<file path="src/rtl/plr_pkg.sv">
package plr_pkg;
   localparam int unsigned PLR_PLANES_DEF = 4;
   localparam int unsigned PLR_LANE_W_DEF = 8;
   localparam int unsigned PLR_SEL_W_DEF  = 4;

   typedef enum logic {
      PLR_MODE_PLANE   = 1'b0,
      PLR_MODE_COMPARE = 1'b1
   } plr_mode_e;
endpackage

</file>
<file path="src/rtl/plr_expand.sv">
module plr_expand #(
   parameter int unsigned PLANES = 4,
   parameter int unsigned LANE_W = 8
) (
   input  logic [PLANES-1:0]        bits_i,
   output logic [PLANES*LANE_W-1:0] mask_o
);
   for (genvar p = 0; p < PLANES; p++) begin : g_lane
      assign mask_o[p*LANE_W +: LANE_W] = {LANE_W{bits_i[p]}};
   end
endmodule

</file>
<file path="src/rtl/plr_sel.sv">
module plr_sel #(
   parameter int unsigned PLANES = 4,
   parameter int unsigned LANE_W = 8,
   localparam int unsigned IDX_W = (PLANES > 1) ? $clog2(PLANES) : 1
) (
   input  logic [PLANES*LANE_W-1:0] word_i,
   input  logic [IDX_W-1:0]         idx_i,
   output logic [LANE_W-1:0]        byte_o
);
   logic [LANE_W-1:0] lanes [PLANES];

   for (genvar p = 0; p < PLANES; p++) begin : g_split
      assign lanes[p] = word_i[p*LANE_W +: LANE_W];
   end

   always_comb begin
      byte_o = '0;
      for (int p = 0; p < PLANES; p++) begin
         if (idx_i == IDX_W'(p)) byte_o = lanes[p];
      end
   end
endmodule

</file>
<file path="src/rtl/plr_cmp.sv">
module plr_cmp #(
   parameter int unsigned PLANES = 4,
   parameter int unsigned LANE_W = 8
) (
   input  logic [PLANES*LANE_W-1:0] word_i,
   input  logic [PLANES-1:0]        ref_i,
   input  logic [PLANES-1:0]        care_i,
   output logic [LANE_W-1:0]        match_o
);
   localparam int unsigned WORD_W = PLANES * LANE_W;

   logic [WORD_W-1:0] ref_mask;
   logic [WORD_W-1:0] care_mask;
   logic [WORD_W-1:0] diff;
   logic [LANE_W-1:0] acc [PLANES+1];

   plr_expand #(.PLANES(PLANES), .LANE_W(LANE_W)) u_ref_exp (
      .bits_i (ref_i),
      .mask_o (ref_mask)
   );

   plr_expand #(.PLANES(PLANES), .LANE_W(LANE_W)) u_care_exp (
      .bits_i (care_i),
      .mask_o (care_mask)
   );

   assign diff   = (word_i ^ ref_mask) & care_mask;
   assign acc[0] = '0;

   for (genvar p = 0; p < PLANES; p++) begin : g_fold
      assign acc[p+1] = acc[p] | diff[p*LANE_W +: LANE_W];
   end

   assign match_o = ~acc[PLANES];


   always_comb begin
      care_none_chk: assert (care_i != '0 || match_o == {LANE_W{1'b1}})
         else $error("compare with empty care mask did not give all ones");
   end
endmodule

</file>
<file path="src/rtl/plane_latch_reader.sv">
module plane_latch_reader
   import plr_pkg::*;
#(
   parameter int unsigned PLANES = PLR_PLANES_DEF,
   parameter int unsigned LANE_W = PLR_LANE_W_DEF,
   parameter int unsigned SEL_W  = PLR_SEL_W_DEF,
   localparam int unsigned WORD_W = PLANES * LANE_W,
   localparam int unsigned IDX_W  = (PLANES > 1) ? $clog2(PLANES) : 1
) (
   input  logic              clk,
   input  logic              rst_n,
   input  logic              rd_stb,
   input  logic [WORD_W-1:0] mem_word,
   input  logic              cmp_mode,
   input  logic [SEL_W-1:0]  plane_sel,
   input  logic [PLANES-1:0] ref_color,
   input  logic [PLANES-1:0] care_mask,
   output logic [LANE_W-1:0] rd_data,
   output logic [WORD_W-1:0] latch_q
);
   if (PLANES < 2 || (1 << IDX_W) != PLANES) begin : g_bad_planes
      $error("PLANES must be a power of two of at least 2");
   end
   if (LANE_W < 1) begin : g_bad_lane
      $error("LANE_W must be at least 1");
   end
   if (SEL_W < IDX_W) begin : g_bad_sel
      $error("SEL_W too narrow for PLANES");
   end

   logic [LANE_W-1:0] plane_byte;
   logic [LANE_W-1:0] cmp_byte;
   logic [LANE_W-1:0] next_data;
   plr_mode_e         mode;

   assign mode = plr_mode_e'(cmp_mode);

   plr_sel #(.PLANES(PLANES), .LANE_W(LANE_W)) u_sel (
      .word_i (mem_word),
      .idx_i  (plane_sel[IDX_W-1:0]),
      .byte_o (plane_byte)
   );

   plr_cmp #(.PLANES(PLANES), .LANE_W(LANE_W)) u_cmp (
      .word_i  (mem_word),
      .ref_i   (ref_color),
      .care_i  (care_mask),
      .match_o (cmp_byte)
   );

   assign next_data = (mode == PLR_MODE_COMPARE) ? cmp_byte : plane_byte;

   always_ff @(posedge clk or negedge rst_n) begin
      if (!rst_n) begin
         latch_q <= '0;
         rd_data <= '0;
      end else if (rd_stb) begin
         latch_q <= mem_word;
         rd_data <= next_data;
      end
   end


   latch_load_chk: assert property (@(posedge clk) disable iff (!rst_n)
      rd_stb |=> latch_q == $past(mem_word))
      else $error("latch did not load the fetched word");


   latch_hold_chk: assert property (@(posedge clk) disable iff (!rst_n)
      !rd_stb |=> $stable(latch_q))
      else $error("latch changed without a read");


   data_hold_chk: assert property (@(posedge clk) disable iff (!rst_n)
      !rd_stb |=> $stable(rd_data))
      else $error("read data changed without a read");


   care_empty_chk: assert property (@(posedge clk) disable iff (!rst_n)
      (rd_stb && cmp_mode && care_mask == '0) |=> rd_data == {LANE_W{1'b1}})
      else $error("empty care mask read did not return all ones");


   plane_zero_chk: assert property (@(posedge clk) disable iff (!rst_n)
      (rd_stb && !cmp_mode && plane_sel[IDX_W-1:0] == '0) |=> rd_data == latch_q[LANE_W-1:0])
      else $error("plane 0 read does not match latch lane 0");
endmodule

</file>
<file path="config.mk">
export PLATFORM = sky130hd
export DESIGN_NAME = plane_latch_reader
export DESIGN_NICKNAME = d
export VERILOG_FILES = /design/src/rtl/plr_pkg.sv /design/src/rtl/plr_expand.sv /design/src/rtl/plr_sel.sv /design/src/rtl/plr_cmp.sv /design/src/rtl/plane_latch_reader.sv
export SDC_FILE = /design/constraint.sdc
export NUM_CORES = 1
export LEC_CHECK = 0
export BUFFER_PORTS_ARGS = -buffer_cell sky130_fd_sc_hd__clkbuf_2
export CAP_MARGIN = 20
export CORE_UTILIZATION = 45
export CTS_CLUSTER_DIAMETER = 120
export DETAILED_ROUTE_END_ITERATION = 12
export PLACE_DENSITY = 0.75
export SLEW_MARGIN = 10
export SYNTH_ARGS = -nofsm -noshare
export SYNTH_HDL_FRONTEND = slang
export SYNTH_SLANG_ARGS = --single-unit
export TNS_END_PERCENT = 30
</file>
<file path="constraint.sdc">
create_clock -name clk -period 1.3 [get_ports clk]
set_input_delay 0.26 -clock clk [delete_from_list [all_inputs] [get_ports clk]]
set_output_delay 0.26 -clock clk [all_outputs]
set_load 0.1 [all_outputs]
</file>
==> impl_table.tex <==
\begin{tabular}{lr}
\hline
Metric & Value \\
\hline
\multicolumn{2}{l}{\textbf{STA}} \\
\quad Final Cycle Share & 0.950 \\
\quad Final critical-path required period & 1230 ps \\
\quad Maximum frequency from static timing analysis & 810 MHz \\
\quad Max Slew Vio Count & 0 \\
\quad Number of hold violations in the final report & 0 \\
\quad Worst Hold Margin & 261 ps \\
\quad Relative slew margins & 0.581 \\
\quad Clock skew after layout & 0 ps \\
\quad Unrepaired setup endpoints after global routing & no \\
\quad Actual transition at the worst max-transition pin & 627 ps \\
\quad Setup Viol. Count Final & 0 \\
\multicolumn{2}{l}{\textbf{Placed design}} \\
\quad Quantity of I/O buffers inserted on ports & 85 \\
\quad Weighted congestion at the end of routability-driven global placement & 0.800 \\
\quad HPWL reported at the end of detailed placement & 4.65 mm \\
\quad Number of instances in the placed design & 313 \\
\multicolumn{2}{l}{\textbf{Floorplan}} \\
\quad Die outline width & 71.4 um \\
\quad Cell row count & 24 \\
\quad Core region area & 4470 sq um \\
\quad Floorplan die area & 5090 sq um \\
\quad Die H & 71.4 um \\
\quad Effective utilization at floorplan & 0.484 \\
\quad Top-Level Pins & 88 \\
\multicolumn{2}{l}{\textbf{Global route}} \\
\quad Antenna violations before repair & 0 \\
\quad Largest net degree at the start of global routing & 41 \\
\quad Highest-utilization routing layer at the global route stage & met2 \\
\quad Final global-route overflow total & 0 \\
\quad Total GRT Usage & 0.261 \\
\quad First-pass GRT wire length & 9.98 mm \\
\quad Met1 track demand over resource in global routing & 0.347 \\
\quad Met3 track demand over resource & 0.0394 \\
\quad Met2 Track Usage GR & 0.446 \\
\quad Via count of the first global-routing pass & 1,953 \\
\multicolumn{2}{l}{\textbf{Setup path}} \\
\quad Arrival @ worst endpoint & 1410 ps \\
\quad Worst Path Required & 1480 ps \\
\quad Startpoint of the worst setup timing path & plane\_sel[0] \\
\quad Startpoint type of the worst setup path & primary input \\
\quad Endpoint of the lowest-slack register-to-register path & rd\_data[0] \\
\quad Crit-path max FO & 8 \\
\quad Endpoint kind of the worst setup timing path & flop \\
\quad Worst setup path category & primary input to flop \\
\quad R2R setup slack & 340 ps \\
\quad Worst R2R Start & rd\_data[0] \\
\quad Register-to-Register Path Depth & 2 \\
\quad Capturing instance or port of the critical path & rd\_data[0] \\
\multicolumn{2}{l}{\textbf{CTS}} \\
\quad Clock tree root driver cell & clkbuf\_8 \\
\quad Insertion delay to the later sink of the worst-skew pair & 290 ps \\
\quad Number of buffers added for setup after CTS & 0 \\
\quad Number of clock sinks & 40 \\
\quad Clock Pin Slew Worst Setup and Hold Paths & 80 ps \\
\quad Total number of H-tree levels & 2 \\
\quad CTS Buf Count & 5 \\
\quad CTS tree & yes \\
\quad Number of buffers between clock root and the deepest sink & 2 \\
\multicolumn{2}{l}{\textbf{Power}} \\
\quad Total power per unit cell area & 1350 nW/um\^{}2 \\
\quad Static Leak & 1.69 nW \\
\quad Maximum ir drop on the vdd rail & 0.980 mV \\
\multicolumn{2}{l}{\textbf{Detailed routing}} \\
\quad Average via count per standard cell & 5.58 \\
\quad Routed WL & 6.24 mm \\
\quad DRT Pass-1 Iters & 11 \\
\quad Count of nets left with antenna violations after detail routing & 0 \\
\quad Initial DRC Count & 205 \\
\quad Number of remaining DRC errors & 6 \\
\quad Via count of the routed design & 1,796 \\
\quad Wire length per cell after detailed routing & 19.4 um \\
\multicolumn{2}{l}{\textbf{Synthesis}} \\
\quad Async set-reset flop share out of synthesis & 1.00 \\
\quad Top-area cell type share of the netlist area & 0.462 \\
\quad Synthesized netlist net count & 210 \\
\quad Yosys warning total & 0 \\
\quad Most used DFF post-synth & dfrtp\_1 \\
\quad EDFF count, synth & 0 \\
\quad Share of synthesized area occupied by flip-flops and latches & 0.462 \\
\quad Area of the mapped netlist & 2170 sq um \\
\quad Post-synth top cells & 40 x dfrtp\_1, 32 x mux2\_2, 32 x xor2\_1 \\
\quad Yosys cell types & 15 \\
\quad Synth Register Bits & 40 \\
\quad Synth area leaders & dfrtp\_1 46\%, mux2\_2 17\%, xor2\_1 13\%, mux4\_2 8.3\%, a222oi\_1 3.7\% \\
\quad Post-Syn Instances & 162 \\
\quad Cell type with the largest total area after synthesis & dfrtp\_1 \\
\quad Most numerous cell in the Yosys netlist & dfrtp\_1 \\
\quad Syn Area/Cell & 13.4 sq um \\
\multicolumn{2}{l}{\textbf{Finish}} \\
\quad FF/Latch Area & 1010 sq um \\
\quad Synthesis-to-layout area growth & 63.8\% \\
\quad Non-filler cells, final & 322 \\
\quad Filler cell count in the final layout & 249 \\
\quad Multi-input logic area & 1080 sq um \\
\quad Number of diodes added for antenna fixing & 0 \\
\quad Layout net count & 317 \\
\quad Fraction of layout cells with a size suffix above 1 & 0.626 \\
\multicolumn{2}{l}{\textbf{Status}} \\
\quad Violations in the final reports & design-rule violations \\
\quad Status & complete, but fails checks \\
\multicolumn{2}{l}{\textbf{Worst hold path}} \\
\quad Hold/Removal Path Class & primary input to flop \\
\multicolumn{2}{l}{\textbf{Job}} \\
\quad Count of maximum capacitance violations & 0 \\
\hline
\end{tabular}
[cell usage in the layout (no fill, tap or decap)]
master          n
mux2_2         32
dfrtp_1        32
xor2_1         32
a21o_1          8
dfrtp_2         8
mux4_2          8
buf_12         42
dlygate4sd3_1   1
clkinv_2        1
nor2b_1         1
clkbuf_2       45
clkbuf_1        1
a21oi_1         8
clkbuf_8        5
bufinv_16       1
a222oi_1        8
buf_4          27
inv_1           1
a22o_1          8
nand2_1         1
[area by class of cell]
type,count,area share
multi-input cells,106,0.305
well taps,52,0.0183
clock inverters,2,0.00988
repair buffers,115,0.360
inverters,1,0.00106
clock buffers,6,0.0205
flip-flops and latches,40,0.285
[per-layer routing]
| layer | routed length, um | vias to the layer above |
|---|---|---|
| li1 | - | 815 |
| met1 | 2520 | 893 |
| met2 | 3260 | 82 |
| met3 | 393 | 6 |
| met4 | 72 | 0 |
| met5 | 0 | - |
[where the power goes]
group          switching (mW)  internal, mW
Clock                   0.428         0.570
Sequential              0.161          1.39
Combinational            1.37         0.869
Total                    1.96          2.83
[stage by stage]
stage          area [sq um]  setup TNS, ps  power [mW]  utilization  worst slack [ps]
3_3_place_gp           3430          -1110        3.77        0.766              -154
6_report               3550              0        4.79        0.793              65.1
5_1_grt                3550              0        4.92        0.793              41.9
3_5_place_dp           3430          -1320        3.80        0.766              -230
4_1_cts                3550              0        4.80        0.793              55.9
2_1_floorplan          2180         -0.799        2.86            -            -0.799
[worst min-delay path by stage]
stage | from | end | slack [ps] | cells past startpoint
6_report | mem_word[12] | latch_q[12] | 260 | 2
5_1_grt | mem_word[2] | latch_q[2] | 260 | 2
4_1_cts | mem_word[12] | latch_q[12] | 260 | 2
3_5_place_dp | rst_n | latch_q[14] | 250 | 2
3_3_place_gp | rst_n | latch_q[30] | 250 | 2
2_1_floorplan | rst_n | latch_q[0] | -40 | 0
[logic make-up after synthesis]
family | count (synthesis) | synth area share
xor gates and xnor gates | 32 | 0.129
AOI/OAI and AO/OA | 32 | 0.116
and+or+nand+nor | 2 | 0.00462
muxes | 40 | 0.250
buffers and inverters | 16 | 0.0387
DFF | 40 | 0.462
[flip-flops by register name, indices dropped and copies added (netlist names)]
register and flops:
latch_q 32, rd_data 8
[worst max-delay path, stage by stage]
cell      delay (ps)
clkbuf_2         100
buf_12           140
mux4_2           510
a22o_1           230
a21o_1           160
[repair_timing]
| action | CTS | global route |
|---|---|---|
| hold buffers | 1 | 0 |
| endpoints found under the hold margin | 40 | 0 |
| gates resized for setup | 0 | 0 |
(Power assumes the default switching activity.)
